**src/rtl/heat_pkg.sv**
```systemverilog
package heat_pkg;
  localparam int CODE_W   = 4;
  localparam int CODE_MAX = (1 << CODE_W) - 1;

  typedef enum logic [1:0] {
    ST_IDLE = 2'd0,
    ST_ARM  = 2'd1,
    ST_HEAT = 2'd2
  } heat_state_e;
endpackage

```
**src/rtl/heat_code_lut.sv**
```systemverilog
module heat_code_lut #(
  parameter int DELTA_W = 9,
  parameter int STEP    = 14
) (
  input  logic [heat_pkg::CODE_W-1:0] code_i,
  output logic signed [DELTA_W-1:0]   delta_o
);
  localparam int MID = 1 << (heat_pkg::CODE_W - 1);

  int d;

  // The middle of the scale is linear; the three end codes are non-uniform.
  always_comb begin
    if (code_i == '0) begin
      d = -12 * STEP;
    end else if (code_i == heat_pkg::CODE_W'(1)) begin
      d = -8 * STEP;
    end else if (code_i == heat_pkg::CODE_W'(heat_pkg::CODE_MAX)) begin
      d = 8 * STEP;
    end else begin
      d = (int'(code_i) - MID) * STEP;
    end
    delta_o = DELTA_W'(d);
  end
endmodule

```
**src/rtl/heat_frame_timer.sv**
```systemverilog
module heat_frame_timer #(
  parameter int FRAME_CNT_W = 16
) (
  input  logic                   clk_i,
  input  logic                   rst_ni,
  input  logic                   clear_i,
  input  logic                   tick_i,
  input  logic [FRAME_CNT_W-1:0] limit_i,
  output logic                   expire_o
);
  localparam logic [FRAME_CNT_W-1:0] CNT_MAX = '1;

  logic [FRAME_CNT_W-1:0] cnt_q, cnt_d;
  logic                   cnt_en;
  logic [FRAME_CNT_W:0]   cnt_inc;

  assign cnt_inc  = {1'b0, cnt_q} + 1'b1;
  assign expire_o = tick_i && (cnt_inc >= {1'b0, limit_i});

  always_comb begin
    cnt_en = 1'b0;
    cnt_d  = cnt_q;
    if (clear_i) begin
      cnt_en = 1'b1;
      cnt_d  = '0;
    end else if (tick_i && (cnt_q != CNT_MAX)) begin
      cnt_en = 1'b1;
      cnt_d  = cnt_inc[FRAME_CNT_W-1:0];
    end
  end

  always_ff @(posedge clk_i or negedge rst_ni) begin
    if (!rst_ni) begin
      cnt_q <= '0;
    end else if (cnt_en) begin
      cnt_q <= cnt_d;
    end
  end
endmodule

```
**src/rtl/heat_fsm.sv**
```systemverilog
module heat_fsm #(
  parameter int RISE_CODES = 2
) (
  input  logic                        clk_i,
  input  logic                        rst_ni,
  input  logic                        enable_i,
  input  logic                        abort_i,
  input  logic                        req_i,
  input  logic [heat_pkg::CODE_W-1:0] code_i,
  input  logic                        valid_i,
  input  logic                        expire_i,
  output logic                        tmr_clear_o,
  output logic                        tmr_tick_o,
  output logic                        heater_o,
  output logic                        busy_o,
  output logic                        timeout_o
);
  import heat_pkg::*;

  localparam logic [CODE_W-1:0] TOP     = CODE_W'(CODE_MAX);
  localparam logic [CODE_W-1:0] RISE    = CODE_W'(RISE_CODES);
  localparam logic [CODE_W-1:0] CAP_LIM = CODE_W'(CODE_MAX - RISE_CODES);

  heat_state_e       state_q, state_d;
  logic [CODE_W-1:0] target_q, target_d;
  logic              target_en;
  logic              timeout_q, timeout_d;
  logic              stop;

  assign stop = abort_i || !enable_i;

  always_comb begin
    state_d   = state_q;
    target_d  = target_q;
    target_en = 1'b0;
    timeout_d = timeout_q;
    unique case (state_q)
      ST_IDLE: begin
        if (enable_i && req_i && !abort_i) begin
          state_d   = ST_ARM;
          timeout_d = 1'b0;
        end
      end
      ST_ARM: begin
        if (stop) begin
          state_d = ST_IDLE;
        end else if (valid_i) begin
          if (code_i == TOP) begin
            state_d = ST_IDLE;
          end else begin
            state_d   = ST_HEAT;
            target_en = 1'b1;
            target_d  = (code_i >= CAP_LIM) ? TOP : code_i + RISE;
          end
        end
      end
      ST_HEAT: begin
        if (stop) begin
          state_d = ST_IDLE;
        end else if (valid_i) begin
          if (code_i >= target_q) begin
            state_d = ST_IDLE;
          end else if (expire_i) begin
            state_d   = ST_IDLE;
            timeout_d = 1'b1;
          end
        end
      end
      default: state_d = ST_IDLE;
    endcase
  end

  always_ff @(posedge clk_i or negedge rst_ni) begin
    if (!rst_ni) begin
      state_q   <= ST_IDLE;
      timeout_q <= 1'b0;
    end else begin
      state_q   <= state_d;
      timeout_q <= timeout_d;
    end
  end

  always_ff @(posedge clk_i or negedge rst_ni) begin
    if (!rst_ni) begin
      target_q <= '0;
    end else if (target_en) begin
      target_q <= target_d;
    end
  end

  assign heater_o    = (state_q == ST_HEAT);
  assign busy_o      = (state_q != ST_IDLE);
  assign timeout_o   = timeout_q;
  assign tmr_clear_o = (state_q != ST_HEAT);
  assign tmr_tick_o  = (state_q == ST_HEAT) && valid_i && !stop && (code_i < target_q);

  assert_sat_no_heat_R6: assert property (@(posedge clk_i) disable iff (!rst_ni)
    (state_q == ST_ARM && valid_i && !stop && code_i == TOP) |=> (!heater_o && !busy_o));

  assert_release_on_target_R5: assert property (@(posedge clk_i) disable iff (!rst_ni)
    (heater_o && valid_i && !stop && code_i >= target_q) |=> (!heater_o && !timeout_o));

  assert_stop_no_timeout_R8: assert property (@(posedge clk_i) disable iff (!rst_ni)
    (busy_o && stop) |=> (!heater_o && !busy_o && ($past(timeout_o) == timeout_o)));

  assert_timeout_cool_R7: assert property (@(posedge clk_i) disable iff (!rst_ni)
    timeout_o |-> !heater_o);
endmodule

```
**src/rtl/heat_ctrl_top.sv**
```systemverilog
module heat_ctrl_top #(
  parameter int FRAME_CNT_W = 16,
  parameter int DELTA_W     = 9,
  parameter int RISE_CODES  = 2,
  parameter int STEP_TENTHS = 14
) (
  input  logic                      clk_i,
  input  logic                      rst_ni,
  input  logic                      enable_i,
  input  logic                      abort_i,
  input  logic                      low_contrast_i,
  input  logic [3:0]                temp_code_i,
  input  logic                      temp_valid_i,
  input  logic [FRAME_CNT_W-1:0]    frame_limit_i,
  output logic                      heater_en_o,
  output logic                      busy_o,
  output logic                      timeout_o,
  output logic signed [DELTA_W-1:0] delta_o
);
  logic [1:0] rst_sync_q;
  logic       rst_int_n;

  // Asynchronous assertion, synchronous release.
  always_ff @(posedge clk_i or negedge rst_ni) begin
    if (!rst_ni) begin
      rst_sync_q <= 2'b00;
    end else begin
      rst_sync_q <= {rst_sync_q[0], 1'b1};
    end
  end
  assign rst_int_n = rst_sync_q[1];

  logic signed [DELTA_W-1:0] lut_delta;
  logic signed [DELTA_W-1:0] delta_q;
  logic                      tmr_clear, tmr_tick, tmr_expire;

  heat_code_lut #(
    .DELTA_W (DELTA_W),
    .STEP    (STEP_TENTHS)
  ) u_lut (
    .code_i  (temp_code_i),
    .delta_o (lut_delta)
  );

  always_ff @(posedge clk_i or negedge rst_int_n) begin
    if (!rst_int_n) begin
      delta_q <= '0;
    end else if (temp_valid_i) begin
      delta_q <= lut_delta;
    end
  end
  assign delta_o = delta_q;

  heat_frame_timer #(
    .FRAME_CNT_W (FRAME_CNT_W)
  ) u_timer (
    .clk_i    (clk_i),
    .rst_ni   (rst_int_n),
    .clear_i  (tmr_clear),
    .tick_i   (tmr_tick),
    .limit_i  (frame_limit_i),
    .expire_o (tmr_expire)
  );

  heat_fsm #(
    .RISE_CODES (RISE_CODES)
  ) u_fsm (
    .clk_i       (clk_i),
    .rst_ni      (rst_int_n),
    .enable_i    (enable_i),
    .abort_i     (abort_i),
    .req_i       (low_contrast_i),
    .code_i      (temp_code_i),
    .valid_i     (temp_valid_i),
    .expire_i    (tmr_expire),
    .tmr_clear_o (tmr_clear),
    .tmr_tick_o  (tmr_tick),
    .heater_o    (heater_en_o),
    .busy_o      (busy_o),
    .timeout_o   (timeout_o)
  );

  assert_delta_hold_R2: assert property (@(posedge clk_i) disable iff (!rst_int_n)
    !temp_valid_i |=> $stable(delta_o));

  assert_heat_busy_R4: assert property (@(posedge clk_i) disable iff (!rst_int_n)
    heater_en_o |-> busy_o);

  always_comb begin
    if (!rst_ni) begin
      assert_reset_quiet_R1: assert (!heater_en_o || $isunknown(heater_en_o));
    end
  end
endmodule

```
**config.mk**
```make
export PLATFORM = sky130hd
export DESIGN_NAME = heat_ctrl_top
export DESIGN_NICKNAME = d
export VERILOG_FILES = /design/src/rtl/heat_pkg.sv /design/src/rtl/heat_code_lut.sv /design/src/rtl/heat_frame_timer.sv /design/src/rtl/heat_fsm.sv /design/src/rtl/heat_ctrl_top.sv
export SDC_FILE = /design/constraint.sdc
export NUM_CORES = 1
export LEC_CHECK = 0
export ABC_CLOCK_PERIOD_IN_PS = 2050
export CAP_MARGIN = 20
export CORE_MARGIN = 2
export CORE_UTILIZATION = 42
export CTS_BUF_LIST = sky130_fd_sc_hd__clkbuf_8
export DETAILED_ROUTE_END_ITERATION = 16
export PLACE_DENSITY_LB_ADDON = 0.25
export SYNTH_ARGS = -nofsm -noshare
export SYNTH_HDL_FRONTEND = slang
export SYNTH_SLANG_ARGS = --single-unit
```
**constraint.sdc**
```tcl
create_clock -name clk_i -period 2.05 [get_ports clk_i]
set_input_delay 0.41 -clock clk_i [delete_from_list [all_inputs] [get_ports clk_i]]
set_output_delay 0.41 -clock clk_i [all_outputs]
set_load 0.005 [all_outputs]
```
==> results by group <==
GRT
  • Initial antenna violation count: 0
  • Total GRT Usage: 19.9%
  • Total gr overflow: 0
  • Vias in the first global route: 2391
  • Largest net degree at the start of global routing: 32
  • First-pass GRT wire length: 10500 um

Timing
  • Fin. Hold Viols: 0
  • Minimum hold slack: 255 ps
  • Setup ws final: -476 ps
  • Fmax: 0.396 GHz
  • RSZ-0062 raised after global routing: yes
  • Final min period: 2530 ps
  • Fin Setup TNS: -1050 ps
  • Number of setup violations in the final report: 4
  • Worst Max-Slew Pin Slew: 495 ps
  • Final Max Tran Viols: 0
  • Clock skew: 7.49 ps
  • Period Utilization, post-route: 123%
  • Slew margin rel.: 66.7%

Clock network
  • H-tree Lvls: 2
  • TritonCTS buffer count: 5
  • CTS tree: done
  • CTS Root Cell: clkbuf_8
  • Hold buffer count at CTS: 0
  • Clock sinks: 33
  • Clock transition at path regs: 70 ps
  • Clock Path Buffers: 2
  • Clock Latency Late Sink: 290 ps

Finish
  • Area of the multi-input gates: 0.00178 mm^2
  • Area grow syn2layout: 48.5%
  • ANT cells: 0
  • Nets: 465
  • Final Core Density: 64.5%
  • Sequential cell area: 826 um^2
  • Fill count: 473
  • Layout cells sized above 1: 31.2%
  • Finished Layout Cells: 479

Logic synthesis
  • Mapped Area: 0.00257 mm^2
  • Syn Nets: 355
  • Area leader, netlist: dfrtp_1
  • Yosys reg bits: 33
  • Top cells by area, synth: dfrtp_1 32%, ha_1 17%, inv_1 4.7%
  • Ys async rst share: 100%
  • Ys Warns: 0
  • Count leader, synth: ha_1
  • Cells after synthesis: 293
  • Mean area per synthesized cell: 8.78 um^2
  • Number of synthesized flops with an enable pin: 0
  • Synth unique cells: 45
  • Post-synth top area share: 32.1%
  • Commonest cells post-synth: 34 x ha_1, 33 x dfrtp_1, 32 x inv_1
  • Synth Flop Type: dfrtp_1
  • Sequential share of the synthesized area: 32.1%

Routing
  • First DRT Iteration DRCs: 48
  • Antenna Nets Post-Route: 0
  • Final WL: 6310 um
  • Routed WL per cell: 13.2 um
  • Via density: 5.00
  • DR DRC count: 0
  • DR vias: 2395
  • Drt first pass iters: 4

Floorplan
  • Chip Height: 82.3 um
  • Die area: 0.00677 mm^2
  • Core region area: 0.00592 mm^2
  • Die width: 82.3 um
  • Num rows: 28
  • Starting Density: 43.5%
  • # IOs: 38

Worst setup path
  • Critical Path AT: 2700 ps
  • Delay of the slowest cell on the worst path: 430 ps
  • WP data required: 2220 ps
  • Setup Crit Path Kind: reg2reg
  • CP Launch Type: flop
  • CP max-delay cell: dfrtp_1
  • CP Cell Sequence: ha_4 > and4_4 > and3_4 > xor2_2 > ha_1 > buf_4 > nand2_1 > o21ai_0 > nand2b_1 > nand4_1 > o21ai_1 > a21bo_2
  • Maximum net fanout on the critical path: 5
  • Critical Path End Type: flop

Pwr
  • Power, Total: 0.00173 W
  • Peak supply drop: 0.423 mV
  • Static Leak: 1.92 nW
  • PwrDens: 453 mW/mm^2

Placement
  • PortBufs: 36
  • Dpl hpwl: 5150 um
  • Placed insts: 466
  • Final GP Congestion: 0.834

Worst hold path
  • Hold WC Path Type: reg2async

Outcome
  • Failing checks: setup timing
  • Status: complete, but fails checks

Run
  • Max-cap viol count: 0
final cells by class:
type | instances | area share, %
clock buffer | 5 | 1.80
clock inverter | 3 | 0.360
inverter | 33 | 3.31
multi-input combinational | 220 | 46.5
sequential | 33 | 21.6
tap | 75 | 2.46
timing repair buffer | 110 | 24.0
final timing paths:
path	cells after the start	end	slack, ps	startpoint
hold / removal	1	u_timer.cnt_q[8]$_DFFE_PN0P_	250	rst_sync_q[1]$_DFF_PN0_
hold reg to reg	1	u_timer.cnt_q[8]$_DFFE_PN0P_	250	rst_sync_q[1]$_DFF_PN0_
max in group asynchronous	1	u_fsm.target_q[0]$_DFFE_PN0P_	1510	rst_sync_q[1]$_DFF_PN0_
setup / recovery	12	u_fsm.state_q[1]$_DFFE_PN0P_	-480	u_timer.cnt_q[1]$_DFFE_PN0P_
min in group clk_i	0	rst_sync_q[1]$_DFF_PN0_	370	rst_sync_q[0]$_DFF_PN0_
setup reg to reg	12	u_fsm.state_q[1]$_DFFE_PN0P_	-480	u_timer.cnt_q[1]$_DFFE_PN0P_
placed cells by master, fill, tap and decap left out, types with 3 or more instances in the layout:
cell type	netlist	routed
a21oi_1	17	16
a31oi_1	5	5
and4_4	2	4
buf_4	2	74
clkbuf_8	0	5
clkdlybuf4s50_1	0	32
dfrtp_1	33	33
ha_1	34	27
ha_4	0	7
inv_1	32	28
inv_2	0	4
nand2_1	26	26
nand2b_1	8	8
nand3_1	21	18
nand3_2	0	3
nand4_1	12	12
nor2_1	17	17
nor3_1	6	5
o211ai_1	3	3
o21ai_0	10	9
xnor2_1	13	9
xnor2_2	0	4
xor2_1	13	11
worst max-delay path, delay by kind of cell, from the launching register on:
family / cells / cell delay (ps)
and+or+nand+nor: 5 / 700
xor gates and xnor gates: 1 / 170
adders and majority gates: 2 / 490
DFF: 1 / 430
AOI/OAI and AO/OA: 3 / 500
buffers and inverters: 1 / 120
flip-flops by register name, summed over array words and instances, names as in the netlist:
register and count:
u_fsm.timeout_o 1, rst_sync_q 2, delta_o 8, u_timer.cnt_q 16
u_fsm.state_q 2, u_fsm.target_q 4
metal layers:
layer	GRT usage [%]	routed length, um	up-vias	part of all wire [%]
li1	-	-	1230	-
met1	23.6	2780	1128	44
met2	37.3	3300	31	52
met3	2.61	181	6	2.9
met4	5.50	55	0	0.87
met5	0	0	-	0
logic make-up after synthesis:
| family | synth area share [%] |
|---|---|
| buf+inv | 6.42 |
| fa+ha+maj | 18.1 |
| xor+xnor | 8.85 |
| flops | 32.1 |
| simple gates | 22.0 |
| mux | 0.389 |
| compound gates | 11.9 |
| other cells | 0.292 |
repair_timing:
item,4_1_cts,5_1_grt
setup endpoints to repair,23,18
pin swaps,18,12
resized for setup,29,12
setup buffers,4,1
report_power, final:
group	internal (W)	switching, W	total [W]
Combinational	0.000298	0.000239	0.000537
Clock	0.000230	0.000238	0.000468
Sequential	0.000701	0.0000253	0.000726
Total	0.00123	0.000503	0.00173
per-stage QoR:
stage	cell area [um^2]	worst slack (ps)
floorplan	2670	-382
global placement	3600	-867
detailed placement	3600	-891
CTS	3750	-459
global route	3820	-583
finish	3820	-476
No activity file was read; power rests on OpenSTA's default activity.
